[config.mk]
export PLATFORM = sky130hd
export DESIGN_NAME = hdlc_tx_framer
export DESIGN_NICKNAME = d
export VERILOG_FILES = /design/src/rtl/hdlc_tx_pkg.sv /design/src/rtl/hdlc_fcs16.sv /design/src/rtl/hdlc_zero_stuffer.sv /design/src/rtl/hdlc_tx_framer.sv
export SDC_FILE = /design/constraint.sdc
export NUM_CORES = 1
export LEC_CHECK = 0
export CAP_MARGIN = 20
export CORE_ASPECT_RATIO = 0.8
export CORE_MARGIN = 2
export CORE_UTILIZATION = 55
export DETAILED_ROUTE_END_ITERATION = 12
export DONT_BUFFER_PORTS = 1
export PLACE_DENSITY = 0.68
export REMOVE_ABC_BUFFERS = 1
export SLEW_MARGIN = 20
export SYNTH_ARGS = -nofsm -noshare
export SYNTH_HDL_FRONTEND = slang
export SYNTH_SLANG_ARGS = --single-unit
export TNS_END_PERCENT = 1
[constraint.sdc]
create_clock -name clk -period 3.2 [get_ports clk]
set_input_delay 0.48 -clock clk [delete_from_list [all_inputs] [get_ports clk]]
set_output_delay 0.48 -clock clk [all_outputs]
set_load 0.05 [all_outputs]
[src/rtl/hdlc_tx_pkg.sv]
package hdlc_tx_pkg;

    typedef enum logic [2:0] {
        ST_IDLE,
        ST_PAD,
        ST_OPEN,
        ST_DATA,
        ST_FCS,
        ST_CLOSE,
        ST_ABORT
    } tx_state_e;

    localparam logic [7:0] FLAG_BYTE = 8'h7E;
    localparam logic [7:0] PAD_ALT   = 8'hAA;

endpackage

[src/rtl/hdlc_fcs16.sv]
module hdlc_fcs16 #(
    parameter int          W    = 16,
    parameter logic [15:0] POLY = 16'h1021
) (
    input  logic clk,
    input  logic rst_n,
    input  logic init,
    input  logic feed,
    input  logic data_bit,
    input  logic drain,
    output logic msb_out
);

    logic [W-1:0] acc;
    logic         fb;

    assign fb      = acc[W-1] ^ data_bit;
    assign msb_out = acc[W-1];

    always_ff @(posedge clk) begin
        if (!rst_n || init) begin
            acc <= '1;
        end else if (feed) begin
            acc <= {acc[W-2:0], 1'b0} ^ (fb ? POLY[W-1:0] : '0);
        end else if (drain) begin
            acc <= {acc[W-2:0], 1'b0};
        end
    end


    fcs_excl_chk: assert property (@(posedge clk) disable iff (!rst_n)
        !(feed && drain));

endmodule

[src/rtl/hdlc_zero_stuffer.sv]
module hdlc_zero_stuffer #(
    parameter int RUN = 5
) (
    input  logic clk,
    input  logic rst_n,
    input  logic track,
    input  logic check,
    input  logic bit_sent,
    output logic stuff
);

    localparam int CW = $clog2(RUN + 1);

    logic [CW-1:0] ones;

    assign stuff = check && (ones == CW'(RUN));

    always_ff @(posedge clk) begin
        if (!rst_n) begin
            ones <= '0;
        end else if (stuff || !track || !bit_sent) begin
            ones <= '0;
        end else begin
            ones <= ones + CW'(1);
        end
    end


    stuff_single_chk: assert property (@(posedge clk) disable iff (!rst_n)
        stuff |=> !stuff);

endmodule

[src/rtl/hdlc_tx_framer.sv]
module hdlc_tx_framer
    import hdlc_tx_pkg::*;
#(
    parameter int CNT_W  = 4,
    parameter int BYTE_W = 8,
    parameter int FCS_W  = 16
) (
    input  logic             clk,
    input  logic             rst_n,
    input  logic             cfg_mark_idle,
    input  logic             cfg_pad_aa,
    input  logic [CNT_W-1:0] cfg_pad_cnt,
    input  logic [CNT_W-1:0] cfg_flag_cnt,
    input  logic             cfg_fcs_en,
    input  logic             src_valid,
    input  logic [7:0]       src_data,
    input  logic             src_last,
    output logic             src_ready,
    output logic             tx_bit,
    output logic             tx_en
);

    localparam int BYW = $clog2(BYTE_W);
    localparam int BCW = $clog2(FCS_W);

    tx_state_e        state, state_nx;
    logic [BCW-1:0]   bcnt;
    logic [CNT_W-1:0] rep, rep_nx, open_reps;
    logic [7:0]       dbyte;
    logic             dlast;
    logic             take;
    logic             stuff;
    logic             unit_end;
    logic             cur_bit;
    logic             crc_msb;
    logic [BCW-1:0]   unit_last;
    logic [BYW-1:0]   bidx;

    assign bidx      = bcnt[BYW-1:0];
    assign unit_last = (state == ST_FCS) ? BCW'(FCS_W - 1) : BCW'(BYTE_W - 1);
    assign unit_end  = !stuff && (bcnt == unit_last);
    assign open_reps = (cfg_flag_cnt == '0) ? '0 : cfg_flag_cnt - CNT_W'(1);
    assign src_ready = take;

    hdlc_zero_stuffer #(.RUN(5)) u_stuff (
        .clk      (clk),
        .rst_n    (rst_n),
        .track    (state == ST_DATA || state == ST_FCS),
        .check    (state == ST_DATA || state == ST_FCS ||
                   (state == ST_CLOSE && bcnt == '0)),
        .bit_sent (cur_bit),
        .stuff    (stuff)
    );

    hdlc_fcs16 #(.W(FCS_W)) u_fcs (
        .clk      (clk),
        .rst_n    (rst_n),
        .init     (state != ST_DATA && state != ST_FCS),
        .feed     (state == ST_DATA && !stuff),
        .data_bit (dbyte[bidx]),
        .drain    (state == ST_FCS && !stuff),
        .msb_out  (crc_msb)
    );

    // next state, evaluated on the last bit of a unit
    always_comb begin
        state_nx = state;
        rep_nx   = rep;
        take     = 1'b0;
        if (unit_end) begin
            unique case (state)
                ST_IDLE: begin
                    if (src_valid) begin
                        if (!cfg_mark_idle) begin
                            state_nx = ST_DATA;
                            take     = 1'b1;
                        end else if (cfg_pad_cnt != '0) begin
                            state_nx = ST_PAD;
                            rep_nx   = cfg_pad_cnt - CNT_W'(1);
                        end else begin
                            state_nx = ST_OPEN;
                            rep_nx   = open_reps;
                        end
                    end
                end
                ST_PAD: begin
                    if (rep == '0) begin
                        state_nx = ST_OPEN;
                        rep_nx   = open_reps;
                    end else begin
                        rep_nx = rep - CNT_W'(1);
                    end
                end
                ST_OPEN: begin
                    if (rep != '0) begin
                        rep_nx = rep - CNT_W'(1);
                    end else if (src_valid) begin
                        state_nx = ST_DATA;
                        take     = 1'b1;
                    end else begin
                        state_nx = ST_ABORT;
                    end
                end
                ST_DATA: begin
                    if (dlast) begin
                        state_nx = cfg_fcs_en ? ST_FCS : ST_CLOSE;
                    end else if (src_valid) begin
                        take = 1'b1;
                    end else begin
                        state_nx = ST_ABORT;
                    end
                end
                ST_FCS:   state_nx = ST_CLOSE;
                ST_CLOSE: state_nx = ST_IDLE;
                ST_ABORT: state_nx = ST_IDLE;
                default:  state_nx = ST_IDLE;
            endcase
        end
    end

    // state register and unit counters
    always_ff @(posedge clk) begin
        if (!rst_n) begin
            state <= ST_IDLE;
            rep   <= '0;
            bcnt  <= '0;
            dbyte <= '0;
            dlast <= 1'b0;
        end else begin
            state <= state_nx;
            rep   <= rep_nx;
            if (!stuff) begin
                bcnt <= unit_end ? '0 : bcnt + BCW'(1);
            end
            if (take) begin
                dbyte <= src_data;
                dlast <= src_last;
            end
        end
    end

    // line bit of the current state
    always_comb begin
        unique case (state)
            ST_IDLE:  cur_bit = cfg_mark_idle | FLAG_BYTE[bidx];
            ST_PAD:   cur_bit = cfg_pad_aa & PAD_ALT[bidx];
            ST_OPEN:  cur_bit = FLAG_BYTE[bidx];
            ST_DATA:  cur_bit = !stuff && dbyte[bidx];
            ST_FCS:   cur_bit = !stuff && !crc_msb;
            ST_CLOSE: cur_bit = !stuff && FLAG_BYTE[bidx];
            ST_ABORT: cur_bit = 1'b1;
            default:  cur_bit = 1'b1;
        endcase
    end

    always_ff @(posedge clk) begin
        if (!rst_n) begin
            tx_bit <= 1'b1;
            tx_en  <= 1'b0;
        end else begin
            tx_bit <= cur_bit;
            tx_en  <= 1'b1;
        end
    end


    en_hold_chk: assert property (@(posedge clk) disable iff (!rst_n)
        1'b1 |=> tx_en);


    idle_mark_chk: assert property (@(posedge clk) disable iff (!rst_n)
        (state == ST_IDLE && cfg_mark_idle) |=> tx_bit);


    pad_zero_chk: assert property (@(posedge clk) disable iff (!rst_n)
        (state == ST_PAD && !cfg_pad_aa) |=> !tx_bit);


    abort_ones_chk: assert property (@(posedge clk) disable iff (!rst_n)
        (state == ST_ABORT) |=> tx_bit);


    ready_load_chk: assert property (@(posedge clk) disable iff (!rst_n)
        src_ready |=> (state == ST_DATA && bcnt == '0));


    close_entry_chk: assert property (@(posedge clk) disable iff (!rst_n)
        $rose(state == ST_CLOSE) |-> ($past(state) == ST_DATA || $past(state) == ST_FCS));

endmodule

==> results of run 1 <==
[synth_stat cells (3+ instances only)]
cell,n
dfxtp_1,43
nand2_1,43
a21oi_1,26
nand3_1,26
nor2_1,20
o21ai_0,19
inv_1,11
nand2b_1,11
nor3_1,9
buf_2,7
clkbuf_1,7
ha_1,6
o2111ai_1,6
nor3b_1,5
o211ai_1,5
a211oi_1,4
a2bb2oi_1,4
nand4_1,4
or3_1,4
or4_1,4
a31oi_1,3
mux2_2,3
nand3b_1,3
o21a_1,3
o221ai_1,3
o22ai_1,3
o32ai_1,3
xnor2_1,3
[kinds of logic after synthesis]
group,after synthesis,share of synthesized area [%]
AND/OR/NAND/NOR,144,29.8
buffers and inverters,29,4.74
flip-flops,43,34.3
multiplexers,5,2.14
XOR/XNOR,4,1.70
adder cells (fa/ha/maj),6,2.99
AO/OA/AOI/OAI,93,24.3
[worst max-delay path: stages, from the launching register on]
cell and delay (ns):
dfxtp_1 0.41, inv_1 0.12, ha_1 0.17, or3b_1 0.37, o211ai_1 0.34, a21o_1 0.32, nor2_1 0.07, buf_4 0.19
[final cells by class]
class                           count  area (um^2)  area share [%]
Clock buffer                        6         72.6            2.74
Sequential cell                    43          861            32.5
Inverter                           12         45.0            1.70
Timing Repair Buffer                5         37.5            1.42
Tap cell                           57         71.3            2.70
Clock inverter                      1         30.0            1.13
Multi-Input combinational cell    252         1530            57.8
[power breakdown]
group          internal [mW]  leakage [nW]  switching (mW)
registers              0.542         0.349          0.0160
logic                 0.0362         0.551          0.0417
clock network          0.229        0.0513           0.179
total                  0.807         0.951           0.237
[worst max path at each step]
| stage | endpoint |
|---|---|
| 2_1_floorplan | src_ready |
| 3_3_place_gp | src_ready |
| 3_5_place_dp | src_ready |
| 4_1_cts | src_ready |
| 5_1_grt | src_ready |
| 6_report | src_ready |
[layer usage]
metal	vias up	track usage, %
met5	-	0
met4	0	6.90
met3	8	6.36
met2	90	35.0
met1	1046	36.0
li1	1180	-
[flip-flops by register name, indices dropped and copies added (netlist names), named ones only]
register      cells
u_fcs.acc        16
dbyte             8
bcnt              4
rep               4
state             3
u_stuff.ones      3
dlast             1
tx_bit            1
tx_en             1
[cell usage in the layout (no fill, tap or decap), types with 2 or more instances in the layout]
cell type and instances:
a211oi_1 4, o211ai_1 5, mux2_2 3, o41ai_1 2, o21a_1 3, nor3b_1 5
a2bb2oi_1 4, xnor2_1 3, o32ai_1 3, mux2i_1 2, a31oi_1 3, o31ai_1 2
dfxtp_1 43, or4_1 4, o2111ai_1 6, o21ai_0 19, nor4_1 2, clkbuf_8 5
buf_4 5, o221ai_1 3, nand4_1 4, nand3b_1 3, nor2_1 20, o211a_1 2
a21oi_1 26, o21ai_1 2, nand2b_1 11, inv_1 11, o22ai_1 3, or3b_2 2
nor3_1 9, nand2_1 43, nor2b_1 2, nand3_1 26, ha_1 6, or3_1 4
[metrics by stage]
| stage | hold slack [ns] | cells |
|---|---|---|
| after global placement | 0.445 | 369 |
| after floorplan | 0.437 | 307 |
| final | 0.209 | 376 |
| after global routing | 0.191 | 376 |
| after CTS | 0.203 | 376 |
| after detailed placement | 0.452 | 369 |
==> impl_metrics.yaml, run 1 <==
drt:
  drc: 0
  drt_pass1_iterations: 5
  via_per_inst: 6.18
  vias: 2324
  topRoutingLayerUsed: "met4"
  routed_wirelength_um: 5570
  routed-wl-met3_um: 452
  m1WireLength_um: 2760
  ant_nets: 0
  detail_route.wl_per_cell_um: 14.8
  dr_wl_met2_um: 2290
  drt_iter0_drc: 182
synth:
  syn_area_um2: 2510
  async_flop_share_pct: 0
  synth_area_per_cell_um2: 7.74
  ys_types: 55
  synth_top_cell_by_area: "dfxtp_1"
  ys_warn_count: 0
  ys_seq_area_share_pct: 34.3
  ys.flop_type: "dfxtp_1"
  ys_top_cells_by_area: "dfxtp_1, nand2_1, a21oi_1, nand3_1, o21ai_0"
  synth_edf_count: 0
  ys_ff_latch: 43
  synth_top_area_share_pct: 34.3
  synthCells: 324
timing:
  setup_viol: 0
  slew_viol_final: 0
  rsz0062_at_grt: "no"
  fin_worst_skew_ns: 0.00313
  relSlewSlack_pct: 53.4
  fin_ws_ns: 0.441
  worst_pin_slew_ns: 0.699
  fin_crit_ns: 2.76
  max_clock_freq_mhz: 362
  hold_violations: 0
  setup_tns_ns: 0
  fin_crit_sh_pct: 86.2
finish:
  areaGrowthSynthToFinish_pct: 5.49
  antenna_cells: 0
  nets: 348
  nFillCells: 390
  fin_util_pct: 61.8
  design_area_um2: 2650
  drive_gt1_share_pct: 6.58
critical_path:
  criticalPathCategory: "flop to primary output"
  rr_endpoint: "dbyte[7]"
  critPathLaunch: "bcnt[0]"
  worst_setup_path_end_kind: "primary output"
  startpoint_type: "flop"
  rrSetupSlack_ns: 0.93
  critPathMaxFanout: 11
  crit_required_ns: 2.72
  reg2reg_from: "bcnt[1]"
  cp.arrival_ns: 2.28
  rr_worst_depth: 6
floorplanning:
  die_area_um2: 5120
  num_rows: 21
  pin_count: 26
  core_um2: 4280
  die_w_um: 79.5
  initial_core_util_pct: 58.6
  die_h_um: 64.4
clock_network:
  cts_buffer_depth: 2
  clkTransAtPathRegs_ns: 0.08
  post_cts_buffers: 0
  tritoncts: "built"
  cts_hold_buf: 0
  cts_resized: 0
  cts_max_level: 2
  cts-root-buf: "clkbuf_8"
  clock-sinks: 43
  cts_buffers: 5
  clock_latency_ns: 0.29
placement:
  placed_area_um2: 2540
  dp_worst_setup_slack_ns: 0.765
  place_congestion: 0.893
  port_buffers: 0
  post-dp-hpwl_um: 3970
hold_path:
  min-delay-path-class: "input pin to flop"
  holdPathStages: 0
  hold_end: "tx_en"
  hp-start: "rst_n"
outcome:
  status: "finished clean"
global_routing:
  grt_max_degree: 22
  grt_pass1_vias: 2142
  grt_remaining_overflow: 0
  grt_pass1_wl_um: 9940
  antenna_found_initial: 0
  grt_usage_pct: 24.5
power_and_ir_drop:
  leakage_nw: 0.951
  fin_total_pwr_mw: 1.04
  power_density_nw_per_um2: 395
  vdd_drop_max_mv: 0.262
flow_run:
  drv_cap: 0
Power figures use the tool's default switching activity.
==> inputs of run 2 (changes only) <==
Settings changed: CORE_ASPECT_RATIO 0.8 to 1.75, SYNTH_HIERARCHICAL set to 1.
==> run 2 against run 1 <==
  * Flip-flop and latch count unchanged
  * Cell count decreased by 12%
  * Clock power decreased by 20%
  * Cell area decreased by 5.8%
  * Highest routed layer unchanged
  * Wire length decreased by 11%
  * Hold slack improved by 0.0021 ns
  * Register-to-register slack got worse by 0.28 ns
  * Total power decreased by 9.5%
  * Sequential share of layout area increased by 2.2 points
==> impl_metrics.yaml, run 2 <==
critical_path:
  path_cells: "inv_1 > ha_1 > nor3b_1 > o21ai_0 > nand2_1 > and3_4 > nand3b_1 > nor4bb_2 > o211ai_1 > inv_1 > buf_6"
  critPathMaxStageDelay_ns: 0.38
  endpoint: "src_ready"
  crit_top_cell: "inv_1"
  reg2reg_from: "bcnt[0]"
  rr_worst_depth: 12
  crit_required_ns: 2.72
  slowest_stage: "dfxtp_4"
  rr_endpoint: "dbyte[0]"
  rrSetupSlack_ns: 0.65
  cp.arrival_ns: 2.50
  critPathLaunch: "bcnt[0]"
  startpoint_type: "flop"
  critPathMaxFanout: 16
  worst_setup_path_end_kind: "primary output"
  criticalPathCategory: "flop to primary output"
synth:
  async_flop_share_pct: 0
  syn_area_um2: 2380
  ys_types: 56
  netlist_top_cells_count: "dfxtp_1, nand2_1, nor2_1, nand3_1, inv_1"
  synthMostInstantiatedCell: "dfxtp_1"
  synth_top_cell_by_area: "dfxtp_1"
  ys_seq_area_share_pct: 36.1
  ys.flop_type: "dfxtp_1"
  synth_edf_count: 0
  ys_top_cells_by_area: "dfxtp_1, nand2_1, mux2i_1, nor2_1, nand3_1"
  synth_area_per_cell_um2: 8.45
  ys_warn_count: 6
  synth_top_area_share_pct: 36.1
  synthCells: 282
  ys_ff_latch: 43
floorplanning:
  die_h_um: 91.1
  die_w_um: 53.8
  initial_core_util_pct: 57.4
  num_rows: 31
  core_um2: 4150
  die_area_um2: 4890
  pin_count: 26
timing:
  fin_crit_ns: 2.98
  worst_pin_slew_ns: 0.661
  hold_violations: 0
  setup_viol: 0
  max_clock_freq_mhz: 336
  relSlewSlack_pct: 55.9
  fin_crit_sh_pct: 93.0
  setup_tns_ns: 0
  fin_ws_ns: 0.223
  slew_viol_final: 0
  fin_worst_skew_ns: 0.00862
  rsz0062_at_grt: "no"
finish:
  areaGrowthSynthToFinish_pct: 4.62
  top_regs: "u_fcs/acc: 16 flops, dbyte: 8 flops"
  nets: 311
  drive_gt1_share_pct: 11.7
  antenna_cells: 0
  finalNonFillerCells: 332
  fin_util_pct: 60.1
  final_cell_mix: "dfxtp_1, nand2_1, nor2_1, nand3_1, inv_1"
  nFillCells: 379
  multiInputGateArea_um2: 1370
  largest_register: "u_fcs/acc"
  largest_register_ffs: 16
  regArea_um2: 866
  final_common_cell: "dfxtp_1"
global_routing:
  grt_pass1_wl_um: 8430
  antenna_found_initial: 0
  grt_max_degree: 22
  grt_usage_pct: 22.8
  grt_remaining_overflow: 0
  grt_pass1_vias: 1894
power_and_ir_drop:
  leakage_nw: 1.04
  switchingPower_uw: 221
  sw_frac_of_total_pct: 23.4
  vdd_drop_max_mv: 0.311
  power_frac_comb_pct: 6.6
  internal-power_uw: 724
  pwr-share-seq_pct: 59.0
  clockPowerShare_pct: 34.4
  power_density_nw_per_um2: 379
drt:
  ant_nets: 0
  drc: 0
  drt_iter0_drc: 36
  routed_wirelength_um: 4980
  detail_route.wl_per_cell_um: 15.0
  drt_pass1_iterations: 5
  vias: 1990
  via_per_inst: 5.99
clock_network:
  clock_latency_ns: 0.29
  clock-sinks: 43
  cts_max_level: 2
  clkTransAtPathRegs_ns: 0.07
  cts-root-buf: "clkbuf_8"
  cts_buffers: 5
  cts_buffer_depth: 2
  tritoncts: "built"
placement:
  dp_worst_setup_slack_ns: 0.345
  place_congestion: 0.895
  post-dp-hpwl_um: 3820
  port_buffers: 0
  dp.cells: 323
flow_run:
  drv_cap: 0
hold_path:
  min-delay-path-class: "input pin to flop"
outcome:
  status: "finished clean"
## run 2: cell count changes in the layout (fill, tap and decap cells not counted), moves of 7 or more
cell     previous run  this run
mux2i_1             2        11
o21ai_0            19         8
nand3_1            26        18
a21oi_1            26        12
nor2_1             20        28
nand2_1            43        36
## run 2: kinds of logic (layout without fill, tap and decap cells)
group	count (synthesis)	count (layout)	share of synthesized area, %
buffers and inverters	29	30	6.72
AO/OA/AOI/OAI	57	57	17.3
flip-flops	43	43	36.1
XOR/XNOR	7	7	2.57
AND/OR/NAND/NOR	126	126	27.0
multiplexers	14	14	7.14
adder cells (fa/ha/maj)	6	6	3.15
## run 2: stage by stage
stage | area, um^2 | power [mW] | hold slack (ns)
after CTS | 2470 | 0.958 | 0.199
final | 2490 | 0.945 | 0.211
after global placement | 2380 | 0.631 | 0.449
after floorplan | 2280 | 0.617 | 0.438
after detailed placement | 2380 | 0.632 | 0.458
after global routing | 2490 | 0.992 | 0.191
## run 2: worst min path at each step
stage | from | slack (ns) | to | cells past startpoint
2_1_floorplan | u_stuff/ones[0] | 0.44 | u_stuff/ones[0] | 1
3_3_place_gp | u_fcs/acc[7] | 0.45 | u_fcs/acc[8] | 2
3_5_place_dp | u_fcs/acc[1] | 0.46 | u_fcs/acc[2] | 2
4_1_cts | rst_n | 0.20 | tx_en | 0
5_1_grt | rst_n | 0.19 | tx_en | 0
6_report | rst_n | 0.21 | tx_en | 0
## run 2: worst max-delay path: cells and delay by family, from the launching register on
family,cells,cell delay (ns)
simple gates,5,0.99
flops,1,0.38
compound gates,2,0.31
buf+inv,3,0.32
fa+ha+maj,1,0.20
## run 2: timing repair
item | in CTS | in global routing
resized for setup | 1 | 4
hold buffers | 0 | 0
cloned | 0 | 0
pin swaps | 1 | 2
setup endpoints to repair | 1 | 1
setup buffers | 0 | 1
hold endpoints to repair | 0 | 0
## run 2: layout make-up
type | count | share of cell area, %
clock inverters | 2 | 0.502
repair buffers | 7 | 2.26
clock buffers | 6 | 2.91
inverters | 15 | 2.26
multi-input cells | 210 | 54.9
flip-flops and latches | 43 | 34.7
well taps | 49 | 2.46
## run 2: power groups by stage
stage | Sequential, mW | Clock (mW) | Combinational, mW
after detailed placement | 0.570 | 0 | 0.0617
after global placement | 0.570 | 0 | 0.0607
final | 0.558 | 0.325 | 0.0625
after CTS | 0.558 | 0.339 | 0.0621
after global routing | 0.559 | 0.364 | 0.0693
after floorplan | 0.568 | 0 | 0.0492
## run 2: layer usage
layer	global-route usage (%)	up-vias	share of wire [%]
met1	25.2	943	40
li1	-	1008	-
met5	0	-	0
met4	12.2	0	3.7
met3	3.62	11	2.2
met2	39.2	28	54
==> inputs of run 3 (changes only) <==
Settings changed: CAP_MARGIN 20 to 0, HOLD_SLACK_MARGIN set to 0.05.
Clock period 3.2 ns to 3.6 ns, I/O delays scaled along.
==> run 3 against run 2 <==
  * Critical path depth is the same
  * Sequential power shrank 11%
  * Cell count shrank 0.90%
  * Utilization shrank 0.90 points
  * Clock skew shrank 0.0025 ns
  * Wire length grew 0.30%
  * Count of clock-buffer cells in the layout is the same
  * Non-clock buffer count shrank 3
  * Register-to-register slack gained 0.26 ns
  * Hold slack gained 0.053 ns
  * Largest power group unchanged
  * Largest cell class unchanged
==> impl_metrics.yaml, run 3 (same netlist as run 2, synthesis figures left out) <==
floorplanning:
  num_rows: 31
  pin_count: 26
  die_h_um: 91.1
  initial_core_util_pct: 57.4
  core_um2: 4150
  die_w_um: 53.8
  die_area_um2: 4890
critical_path:
  rr_worst_depth: 12
  crit_required_ns: 3.06
  rrSetupSlack_ns: 0.91
  worst_setup_path_end_kind: "primary output"
  critPathMaxFanout: 16
  cp.arrival_ns: 2.66
  startpoint_type: "flop"
  criticalPathCategory: "flop to primary output"
clock_network:
  clock-sinks: 43
  cts_hold_buf: 0
  cts_resized: 0
  post_cts_buffers: 0
  cts_buffers: 5
  clkTransAtPathRegs_ns: 0.08
  clock_latency_ns: 0.29
  cts_max_level: 2
  tritoncts: "built"
  cts-root-buf: "clkbuf_8"
  cts_buffer_depth: 2
placement:
  port_buffers: 0
  place_congestion: 0.890
  post-dp-hpwl_um: 3750
  dp.cells: 321
drt:
  via_per_inst: 6.05
  detail_route.wl_per_cell_um: 15.2
  routed_wirelength_um: 5000
  drt_iter0_drc: 42
  vias: 1992
  drt_pass1_iterations: 4
  drc: 0
  ant_nets: 0
timing:
  fin_crit_sh_pct: 89.0
  setup_viol: 0
  max_clock_freq_mhz: 312
  fin_crit_ns: 3.20
  relSlewSlack_pct: 54.8
  fin_worst_skew_ns: 0.00614
  worst_pin_slew_ns: 0.677
  hold_violations: 0
  slew_viol_final: 0
  setup_tns_ns: 0
  holdWs_ns: 0.264
  rsz0062_at_grt: "no"
power_and_ir_drop:
  clockPowerShare_pct: 35.1
  leakage_nw: 1.03
  internal-power_uw: 643
  vdd_drop_max_mv: 0.227
  power_density_nw_per_um2: 345
  sw_frac_of_total_pct: 24.1
  power_frac_comb_pct: 6.4
  fin_total_pwr_uw: 847
  pwr-share-seq_pct: 58.5
  switchingPower_uw: 204
finish:
  antenna_cells: 0
  areaGrowthSynthToFinish_pct: 3.05
  nets: 308
  finalNonFillerCells: 329
  top_regs: "u_fcs/acc: 16 flops, dbyte: 8 flops"
  largest_register_ffs: 16
  final_cell_mix: "dfxtp_1, nand2_1, nor2_1, nand3_1, inv_1"
  final_common_cell: "dfxtp_1"
  largest_register: "u_fcs/acc"
  drive_gt1_share_pct: 9.64
global_routing:
  grt_remaining_overflow: 0
  grt_usage_pct: 22.9
  grt_pass1_vias: 1924
  grt_max_degree: 22
  grt_pass1_wl_um: 8530
  antenna_found_initial: 0
flow_run:
  drv_cap: 0
outcome:
  status: "finished clean"
hold_path:
  min-delay-path-class: "input pin to flop"
  holdPathStages: 0
run 3: path summary, 6_finish.rpt:
check / from / to
max: bcnt[0] / src_ready
min: rst_n / tx_en
max reg2reg: bcnt[0] / dbyte[3]
min reg2reg: u_stuff/ones[0] / u_stuff/ones[0]
run 3: metal layers:
| metal | GRT usage, % | up-vias | share of wire (%) |
|---|---|---|---|
| li1 | - | 1007 | - |
| met1 | 25.4 | 939 | 40 |
| met2 | 39.5 | 33 | 54 |
| met3 | 3.78 | 13 | 2.7 |
| met4 | 11.3 | 0 | 3.3 |
| met5 | 0 | - | 0 |
run 3: critical path: stages (launching register included):
cell	delay, ns
dfxtp_1	0.45
inv_1	0.12
ha_1	0.20
nor3b_1	0.13
o21ai_0	0.15
nand2_1	0.07
and3_4	0.25
nand3b_1	0.23
nor4bb_1	0.33
o211ai_1	0.17
inv_1	0.08
buf_4	0.19
run 3: cell type report:
type | count | area (um^2)
fillers | 403 | 1700
inverters | 15 | 56.3
clock buffers | 6 | 72.6
repair buffers | 4 | 30.0
flip-flops and latches | 43 | 861
multi-input cells | 210 | 1360
well taps | 49 | 61.3
clock inverters | 2 | 12.5
run 3: power groups by stage:
stage	clock network [mW]	registers (mW)	logic (mW)
after floorplan	0	0.505	0.0437
after global placement	0	0.507	0.0541
after detailed placement	0	0.507	0.0539
after CTS	0.304	0.496	0.0542
after global routing	0.318	0.497	0.0612
final	0.297	0.496	0.0543
run 3: stage by stage:
| stage | instance area (um^2) | worst slack [ns] | utilization, % |
|---|---|---|---|
| 2_1_floorplan | 2280 | 0.470 | - |
| 3_3_place_gp | 2370 | 0.741 | 57.1 |
| 3_5_place_dp | 2370 | 0.693 | 57.1 |
| 4_1_cts | 2450 | 0.347 | 59.1 |
| 5_1_grt | 2450 | 0.0170 | 59.1 |
| 6_report | 2450 | 0.395 | 59.1 |
